## src/rtl/isq_pkg.sv

```systemverilog
package isq_pkg;

  typedef enum logic [1:0] {
    ST_HOLD = 2'd0,
    ST_RUN  = 2'd1,
    ST_HALT = 2'd2
  } seq_state_t;

  // Index of the next phase, wrapping at nph.
  function automatic int unsigned phase_next(input int unsigned idx, input int unsigned nph);
    return (idx + 1 >= nph) ? 0 : idx + 1;
  endfunction

  // Strobe vector for a phase index.
  function automatic logic [3:0] phase_strobe(input int unsigned idx);
    logic [3:0] v;
    v = '0;
    v[idx[1:0]] = 1'b1;
    return v;
  endfunction

endpackage

```

## src/rtl/isq_rst_filter.sv

```systemverilog
module isq_rst_filter #(
  parameter int MIN_LOW = 4
) (
  input  logic clk,
  input  logic rst_n,
  output logic rst_ok
);
  logic [MIN_LOW-1:0] hist;

  always_ff @(posedge clk) begin
    hist <= {hist[MIN_LOW-2:0], rst_n};
  end

  // Reset counts only when every recent sample was low
  assign rst_ok = (hist == '0);
endmodule

```

## src/rtl/isq_startup_timer.sv

```systemverilog
module isq_startup_timer #(
  parameter int HOLD_CLKS = 1024
) (
  input  logic clk,
  input  logic rst,
  input  logic count_en,
  output logic expire
);
  localparam int CW = (HOLD_CLKS > 1) ? $clog2(HOLD_CLKS) : 1;
  localparam logic [CW-1:0] LAST = CW'(HOLD_CLKS - 1);

  logic [CW-1:0] cnt;

  assign expire = count_en && (cnt == LAST);

  always_ff @(posedge clk) begin
    if (rst || !count_en || expire) cnt <= '0;
    else                            cnt <= cnt + 1'b1;
  end
endmodule

```

## src/rtl/isq_phase_gen.sv

```systemverilog
module isq_phase_gen
  import isq_pkg::*;
#(
  parameter int NPH      = 4,
  parameter int EXEC_PH  = 1,
  parameter int FETCH_PH = NPH - 1
) (
  input  logic           clk,
  input  logic           rst,
  input  logic           run,
  output logic [NPH-1:0] phase,
  output logic           exec_slot,
  output logic           fetch_slot,
  output logic           cycle_end
);
  localparam int PW = $clog2(NPH);

  logic [PW-1:0] idx;

  always_ff @(posedge clk) begin
    if (rst || !run) idx <= '0;
    else             idx <= PW'(phase_next(int'(idx), NPH));
  end

  assign phase      = run ? phase_strobe(int'(idx)) : '0;
  assign exec_slot  = run && (idx == PW'(EXEC_PH));
  assign fetch_slot = run && (idx == PW'(FETCH_PH));
  assign cycle_end  = run && (idx == PW'(NPH - 1));

  // Exactly one strobe while running
  p_onehot_r1: assert property (@(posedge clk) disable iff (rst)
    run |-> $countones(phase) == 1)
    else $error("phase not one-hot");

  // Strobe rotates by one position per clock
  p_rotate_r1: assert property (@(posedge clk) disable iff (rst)
    (run && $past(run)) |-> phase == {$past(phase[NPH-2:0]), $past(phase[NPH-1])})
    else $error("phase rotation broken");
endmodule

```

## src/rtl/isq_pipe_ctrl.sv

```systemverilog
module isq_pipe_ctrl (
  input  logic clk,
  input  logic rst,
  input  logic run,
  input  logic exec_slot,
  input  logic cycle_end,
  input  logic pc_changed,
  output logic exec_en,
  output logic flush
);
  logic pend;    // pc change seen in current cycle
  logic bubble;  // current cycle is a bubble

  assign exec_en = exec_slot && !bubble;
  assign flush   = run && bubble;

  always_ff @(posedge clk) begin
    if (rst) begin
      pend   <= 1'b0;
      bubble <= 1'b0;
    end else if (cycle_end) begin
      bubble <= pend;
      pend   <= 1'b0;
    end else if (exec_en && pc_changed) begin
      pend <= 1'b1;
    end
  end

  // A bubble starts only at a cycle boundary
  p_flush_start_r5: assert property (@(posedge clk) disable iff (rst)
    ($rose(flush) && $past(run)) |-> $past(cycle_end))
    else $error("flush began mid-cycle");

  // Execute pulse is a single clock
  p_exec_width_r2: assert property (@(posedge clk) disable iff (rst)
    exec_en |=> !exec_en)
    else $error("exec_en wider than one clock");
endmodule

```

## src/rtl/instr_cycle_seq.sv

```systemverilog
module instr_cycle_seq
  import isq_pkg::*;
#(
  parameter int HOLD_CLKS = 1024,
  parameter int RST_MIN   = 4,
  parameter int NPH       = 4
) (
  input  logic           clk,
  input  logic           rst_n,
  input  logic           halt_req,
  input  logic           wake,
  input  logic           pc_changed,
  output logic [NPH-1:0] phase,
  output logic           fetch_en,
  output logic           exec_en,
  output logic           flush,
  output logic           running
);
  seq_state_t state;
  logic rst_ok;
  logic sst_expire;
  logic exec_slot;
  logic fetch_slot;
  logic cycle_end;
  logic halt_pend;
  logic halt_now;

  isq_rst_filter #(.MIN_LOW(RST_MIN)) u_filt (
    .clk(clk), .rst_n(rst_n), .rst_ok(rst_ok)
  );

  isq_startup_timer #(.HOLD_CLKS(HOLD_CLKS)) u_sst (
    .clk(clk), .rst(rst_ok), .count_en(state == ST_HOLD), .expire(sst_expire)
  );

  assign running = (state == ST_RUN);

  isq_phase_gen #(.NPH(NPH)) u_ph (
    .clk(clk), .rst(rst_ok), .run(running), .phase(phase),
    .exec_slot(exec_slot), .fetch_slot(fetch_slot), .cycle_end(cycle_end)
  );

  isq_pipe_ctrl u_pipe (
    .clk(clk), .rst(rst_ok), .run(running), .exec_slot(exec_slot),
    .cycle_end(cycle_end), .pc_changed(pc_changed),
    .exec_en(exec_en), .flush(flush)
  );

  assign fetch_en = fetch_slot;
  assign halt_now = cycle_end && (halt_pend || halt_req);

  always_ff @(posedge clk) begin
    if (rst_ok) begin
      state     <= ST_HOLD;
      halt_pend <= 1'b0;
    end else begin
      unique case (state)
        ST_HOLD: if (sst_expire) state <= ST_RUN;
        ST_RUN: begin
          if (halt_now) state <= ST_HALT;
          halt_pend <= cycle_end ? 1'b0 : (halt_pend || halt_req);
        end
        ST_HALT: if (wake) state <= ST_HOLD;
        default: state <= ST_HOLD;
      endcase
    end
  end

  // Running starts only when the start-up timer expires
  p_hold_done_r4: assert property (@(posedge clk) disable iff (rst_ok)
    $rose(running) |-> $past(sst_expire))
    else $error("run began before hold expired");

  // Halt lands right after phase 4
  p_halt_edge_r7: assert property (@(posedge clk) disable iff (rst_ok)
    $fell(running) |-> $past(fetch_en))
    else $error("halt not at cycle end");
endmodule

```

## config.mk

```make
export PLATFORM = sky130hd
export DESIGN_NAME = instr_cycle_seq
export DESIGN_NICKNAME = d
export VERILOG_FILES = /design/src/rtl/isq_pkg.sv /design/src/rtl/isq_rst_filter.sv /design/src/rtl/isq_startup_timer.sv /design/src/rtl/isq_phase_gen.sv /design/src/rtl/isq_pipe_ctrl.sv /design/src/rtl/instr_cycle_seq.sv
export SDC_FILE = /design/constraint.sdc
export NUM_CORES = 1
export LEC_CHECK = 0
export ABC_AREA = 0
export ABC_CLOCK_PERIOD_IN_PS = 3500
export BUFFER_PORTS_ARGS = -buffer_cell sky130_fd_sc_hd__buf_2
export CAP_MARGIN = 10
export CORE_MARGIN = 1
export CORE_UTILIZATION = 55
export CTS_BUF_LIST = sky130_fd_sc_hd__clkbuf_8
export DETAILED_ROUTE_END_ITERATION = 12
export PLACE_DENSITY = 0.79
export REMOVE_ABC_BUFFERS = 1
export SLEW_MARGIN = 20
export SYNTH_ARGS = -nofsm -noshare
export SYNTH_HDL_FRONTEND = slang
export SYNTH_SLANG_ARGS = --single-unit
export TNS_END_PERCENT = 10
```

## constraint.sdc

```tcl
create_clock -name clk -period 3.5 [get_ports clk]
set_clock_uncertainty 0.05 [all_clocks]
set_input_delay 0 -clock clk [delete_from_list [all_inputs] [get_ports clk]]
set_output_delay 0 -clock clk [all_outputs]
set_load 0.01 [all_outputs]
```

**After elaboration in Yosys (flattened, before gate mapping)**

Index checks and enable logic that the tools add are counted.

- Output and inout port bits: 8
- Bits in registers: 21
- Logic and storage cells: 48
- Bits of input ports: 5

- Reduce and logical (&&, ||, !) cells: 20
- Equality and inequality tests: 8
- Muxes and demuxes: 8
- Add/sub/neg operators: 2
- $lt $le $gt $ge: 3

Operators by type and width:

| kind | count |
|---|---|
| $ge A32 B3 Y1 const B | 1 |
| $add A10 B1 Y10 const B | 1 |
| $eq A10 B10 Y1 const B | 1 |
| $logic_and A1 B1 Y1 | 8 |
| $mux W2 | 3 |
| $ne A2 B2 Y1 const B | 3 |
| $pmux W2 S3 | 1 |
| $eq A2 B1 Y1 const B | 2 |
| $eq A2 B2 Y1 const B | 2 |
| $logic_not A4 Y1 | 1 |
| $logic_or A1 B1 Y1 | 4 |
| $mux W4 | 1 |
| $reduce_or A2 Y1 | 2 |
| $add A2 B1 Y3 const B | 1 |
| $logic_not A1 Y1 | 3 |
| $lt A2 B3 Y1 const B | 1 |
| $reduce_and A3 Y1 | 1 |
| $demux W1 S2 | 1 |
| $ge A2 B1 Y1 const B | 1 |
| $logic_not A2 Y1 | 1 |
| $mux W1 | 2 |

**Longest topological paths before layout**

- Depth after elaboration: 5
- Gate-level depth with buffers: 5
- Mapped depth without buffers: 5

**Cells and area by module**

A second synthesis with hierarchy kept.

- Cell total of the unflattened synthesis: 97
- Area, all modules: 991.0 µm²

By module, submodules not included:

| module | seq. area each (µm²) | cells each | instances | area each (µm²) |
|---|---|---|---|---|
| isq_startup_timer | 200.2 | 51 | 1 | 456.7 |
| isq_phase_gen | 40.0 | 18 | 1 | 185.2 |
| instr_cycle_seq | 60.1 | 14 | 1 | 150.1 |
| isq_pipe_ctrl | 40.0 | 9 | 1 | 106.4 |
| isq_rst_filter | 80.1 | 5 | 1 | 92.6 |

**Least setup slack after synthesis**

No wires, ideal clock.

- Path kind: register -> register
- From: register u_sst.cnt[0]
- To: register state[0]
- Path buffers: 0
- Required time: 3.371 ns
- Cell stages (with the launch flop): 5
- Path slack: 2.042 ns
- Library setup time: 0.079 ns
- Data arrival time: 1.329 ns
- Clock period less this slack: 1.458 ns
- Cells stage by stage: dfxtp_1 ha_1 nand2_1 or4_4 a211oi_2

- Word-level cells in the longest chain between the ends: 4

RTL lines:

| what | line | text |
|---|---|---|
| from (decl) | isq_startup_timer.sv:12 | `logic [CW-1:0] cnt;` |
| from (signal assigned) | isq_startup_timer.sv:18 | `else cnt <= cnt + 1'b1;` |
| $eq A10 B10 Y1 | isq_startup_timer.sv:14 | `assign expire = count_en && (cnt == LAST);` |
| $logic_and A1 B1 Y1 | isq_startup_timer.sv:14 |  |
| $ne A2 B2 Y1 (no line) | -- |  |
| $reduce_and A3 Y1 (no line) | -- |  |
| to (signal assigned) | instr_cycle_seq.sv:54 | `state <= ST_HOLD;` |
| to (signal assigned) | instr_cycle_seq.sv:58 | `ST_HOLD: if (sst_expire) state <= ST_RUN;` |
| to (signal assigned) | instr_cycle_seq.sv:60 | `if (halt_now) state <= ST_HALT;` |
| to (decl) | instr_cycle_seq.sv:19 | `seq_state_t state;` |

Every way passes these cells.
A chain may end at the register's enable or synchronous reset.

**Worst setup path after layout**

- From: register state[0]
- To: output port fetch_en

- Word-level cells in the longest chain between the ends: 2

RTL lines:

| what | line | text |
|---|---|---|
| $eq A2 B1 Y1 | instr_cycle_seq.sv:36 | `assign running = (state == ST_RUN);` |
| $logic_and A1 B1 Y1 | isq_phase_gen.sv:27 | `assign fetch_slot = run && (idx == PW'(FETCH_PH));` |
| to (decl) | instr_cycle_seq.sv:14 | `output logic fetch_en,` |

Every way passes these cells.

==> summary.txt <==
Critical path
  • CP endpoint kind: output pin
  • CP Launch Type: flip-flop
  • Reg2Reg Depth: 3
  • Largest stage delay on the critical path: 0.60 ns
  • Worst Path Max Fanout: 13
  • Slowest cell on crit path: nor2b_1
  • Critical Path AT: ~1.6 ns
  • Critical R2R Capture: u_sst.cnt[7]
  • Register-to-register setup slack: 1.86 ns
  • Setup CP Type: flip-flop to output pin
  • Cell Chain, Critical Path: nor2b_1 -> and2_1 -> buf_2
  • Critical Path Start: state[0]
  • Worst path required time: around 3.5 ns
  • Crit Reg-Reg Startpoint: u_filt.hist[1]

Pwr
  • P_leak: between 0.4 and 0.5 nW
  • Pwr Density: between 500 and 600 nW/µm²
  • Peak supply drop: around 0.36 mV
  • Total chip power: between 0.5 and 0.6 mW

Floorplan
  • Core Region: approximately 1600 µm²
  • Die Height: 43.4 µm
  • Die ar.: 1880 µm²
  • Die X-Extent: around 43 µm
  • Initial Util: about three fifths
  • Num rows: 14
  • IO Count: 13

Status
  • Outcome: complete, no violations

CTS
  • Clock-pin slew of the registers on the worst-case setup and hold paths: about 0.07 ns
  • Post-CTS Setup Repair Bufs: 0
  • CTS buffer count: 3
  • CTS Hold Buffers Added: 4
  • # resized after CTS: 0
  • Worst skew pair latency: 0.25 ns
  • H-tree Lvls: 1
  • Clock root buffer: clkbuf_8
  • CTS tree: built
  • CTS Buffer Depth: 2
  • Number of clock sinks: 21

Synth
  • Most frequent cell after synthesis: dfxtp_1
  • Simple-gate share of the synthesized area: between 20% and 30%
  • Largest family of logic cells by synthesized area: simple AND/OR/NAND/NOR gates
  • FFs w/ async S/R, synth: 0%
  • Yosys top cell area share: 44.6%
  • Mapped Cells: between 90 and 100
  • #FFs+latches synth: 21
  • Number of flops mapped to enable cells by yosys: 0
  • Yosys top cell by area: dfxtp_1
  • Xor/xnor share of the synthesized area: ~2.8%
  • Synth area leaders: dfxtp_1 (45%), ha_1 (8.0%), and2_1 (4.0%)
  • Mapped cell area: around 940 µm²
  • Seq/Total Area, Yosys: 44.6%
  • Synth Flop Type: dfxtp_1
  • Synthesized area per cell: between 9 and 10 µm²
  • Compound-gate portion of the synthesized area: 14.1%
  • Synth warn: 0
  • Area share of fa/ha/maj cells after synthesis: just under 8%
  • Most common library cells after synthesis: dfxtp_1 (21), a21oi_1 (6), and2_1 (6), ha_1 (6)
  • Mux contribution to synthesized area: 0%
  • Unique masters post-synth: 40

Finish
  • Nets@finish: about 120
  • Diodes inserted: 0
  • P&R area growth vs syn: 15.0%
  • Share of cells above drive strength 1: about a fifth

Routing
  • WL met1: around 860 µm
  • Pre-antenna DRT Iters: 4
  • WL/cell: between 10 and 15 µm
  • Metal2 WL: approximately 770 µm
  • Via density: 5.87
  • 1st-iter DRT viols: 5
  • Highest routed layer: met4
  • Drt drc: 0
  • Total Wirelength: 1670 µm
  • WL met3: ~21 µm
  • Via count: between 700 and 800
  • Remaining antenna violation count after routing: 0

STA
  • Worst slew pin tran: just under 0.7 ns
  • Slew HR: a little over half
  • Max-slew violation count: 0
  • RSZ-0062 raised after global routing: no
  • Final setup TNS: 0 ns
  • Tmin final: roughly 1.7 ns
  • # setup viols final: 0
  • Final hold vios: 0
  • FMAX: about 600 MHz
  • Final Cycle Share: between 40 and 50%

Hold path
  • Type of the worst min-delay path: flip-flop to flip-flop
  • Worst hold path cell count: 0
  • Hold Path End: u_filt.hist[2]
  • Hold_sp: u_filt.hist[1]

Global routing
  • Vias in the first global route: 658
  • Tot GR Track Use: roughly a fifth
  • First-pass GRT wire length: 2900 µm
  • Largest net degree at the start of global routing: 14
  • Initial antenna violation count: 0
  • Remaining global-route overflow: 0

Place
  • Port Buffer Count: 12
  • HPWL Detailed: about 1100 µm
  • GPL Wtd Cong: approximately 0.8

Flow run
  • Max-cap violations: 0
## registers in the layout, indices dropped and copies added, names as in the netlist
| name | count |
|---|---|
| u_sst.cnt | 10 |
| halt_pend | 1 |
| u_ph.idx | 2 |
| u_pipe.bubble | 1 |
| state | 2 |
| u_pipe.pend | 1 |
| u_filt.hist | 4 |
## power breakdown
group | internal [mW] | switching [mW]
logic | 0.0435 | 0.0421
clock network | 0.0780 | 0.0727
registers | 0.277 | 0.0379
total | 0.398 | 0.153
## layout by cell type (no fill, tap or decap), drive strengths merged
cell type / n
a211oi: 2
a21bo: 1
a21o: 2
a21oi: 6
a31oi: 2
a41oi: 1
and2: 6
and3: 1
and4: 2
buf: 12
clkbuf: 3
dfxtp: 21
dlygate4sd3: 4
ha: 6
inv: 3
nand2: 3
nand3: 5
nand4: 2
nor2: 4
nor2b: 1
nor3: 4
nor3b: 1
nor4: 1
nor4b: 1
nor4bb: 3
o2111a: 1
o211ai: 1
o21ai: 2
o31ai: 1
or3: 2
or3b: 1
or4: 2
xnor2: 1
xor2: 2
## critical path, delay by kind of cell (launching register included)
kind,cells,cell delay [ns]
AND/OR/NAND/NOR,2,0.84
flip-flops,1,0.40
buffers and inverters,1,0.14
## stage by stage
| step | setup slack [ns] | utilization [%] | std cells | hold slack (ns) | area (µm²) |
|---|---|---|---|---|---|
| after floorplan | 2.04 | - | 90 | -0.0223 | 920 |
| after global placement | 1.93 | 64.1 | 118 | 0.0541 | 1000 |
| after detailed placement | 1.85 | 64.1 | 118 | 0.0546 | 1000 |
| after CTS | 1.85 | 69.6 | 126 | 0.316 | 1080 |
| after global routing | 1.74 | 69.6 | 126 | 0.320 | 1080 |
| final | 1.83 | 69.6 | 126 | 0.314 | 1080 |
## how the worst max path moves through the flow
stage                     slack [ns]            to
after detailed placement        1.85  u_sst.cnt[7]
after global routing            1.74      fetch_en
after floorplan                 2.04      state[0]
final                           1.83      fetch_en
after global placement          1.93      state[0]
after CTS                       1.85  u_sst.cnt[7]
## logic make-up after synthesis
group	Yosys count
AND/OR/NAND/NOR	39
flip-flops	21
AO/OA/AOI/OAI	19
buffers and inverters	7
XOR/XNOR	3
adder cells (fa/ha/maj)	6
## cell type report
class | instances | area, µm²
Clock buffer | 3 | 41.3
Clock inverter | 1 | 3.75
Fill cell | 114 | 474
Inverter | 2 | 7.51
Multi-Input combinational cell | 67 | 492
Sequential cell | 21 | 420
Tap cell | 16 | 20.0
Timing Repair Buffer | 16 | 100
## per-layer routing
layer / track usage (%) / up-vias
li1: - / 378
met1: 29.3 / 352
met2: 30.9 / 5
met3: 3.75 / 4
met4: 7.50 / 0
met5: 0 / -
Power figures use the tool's default switching activity.
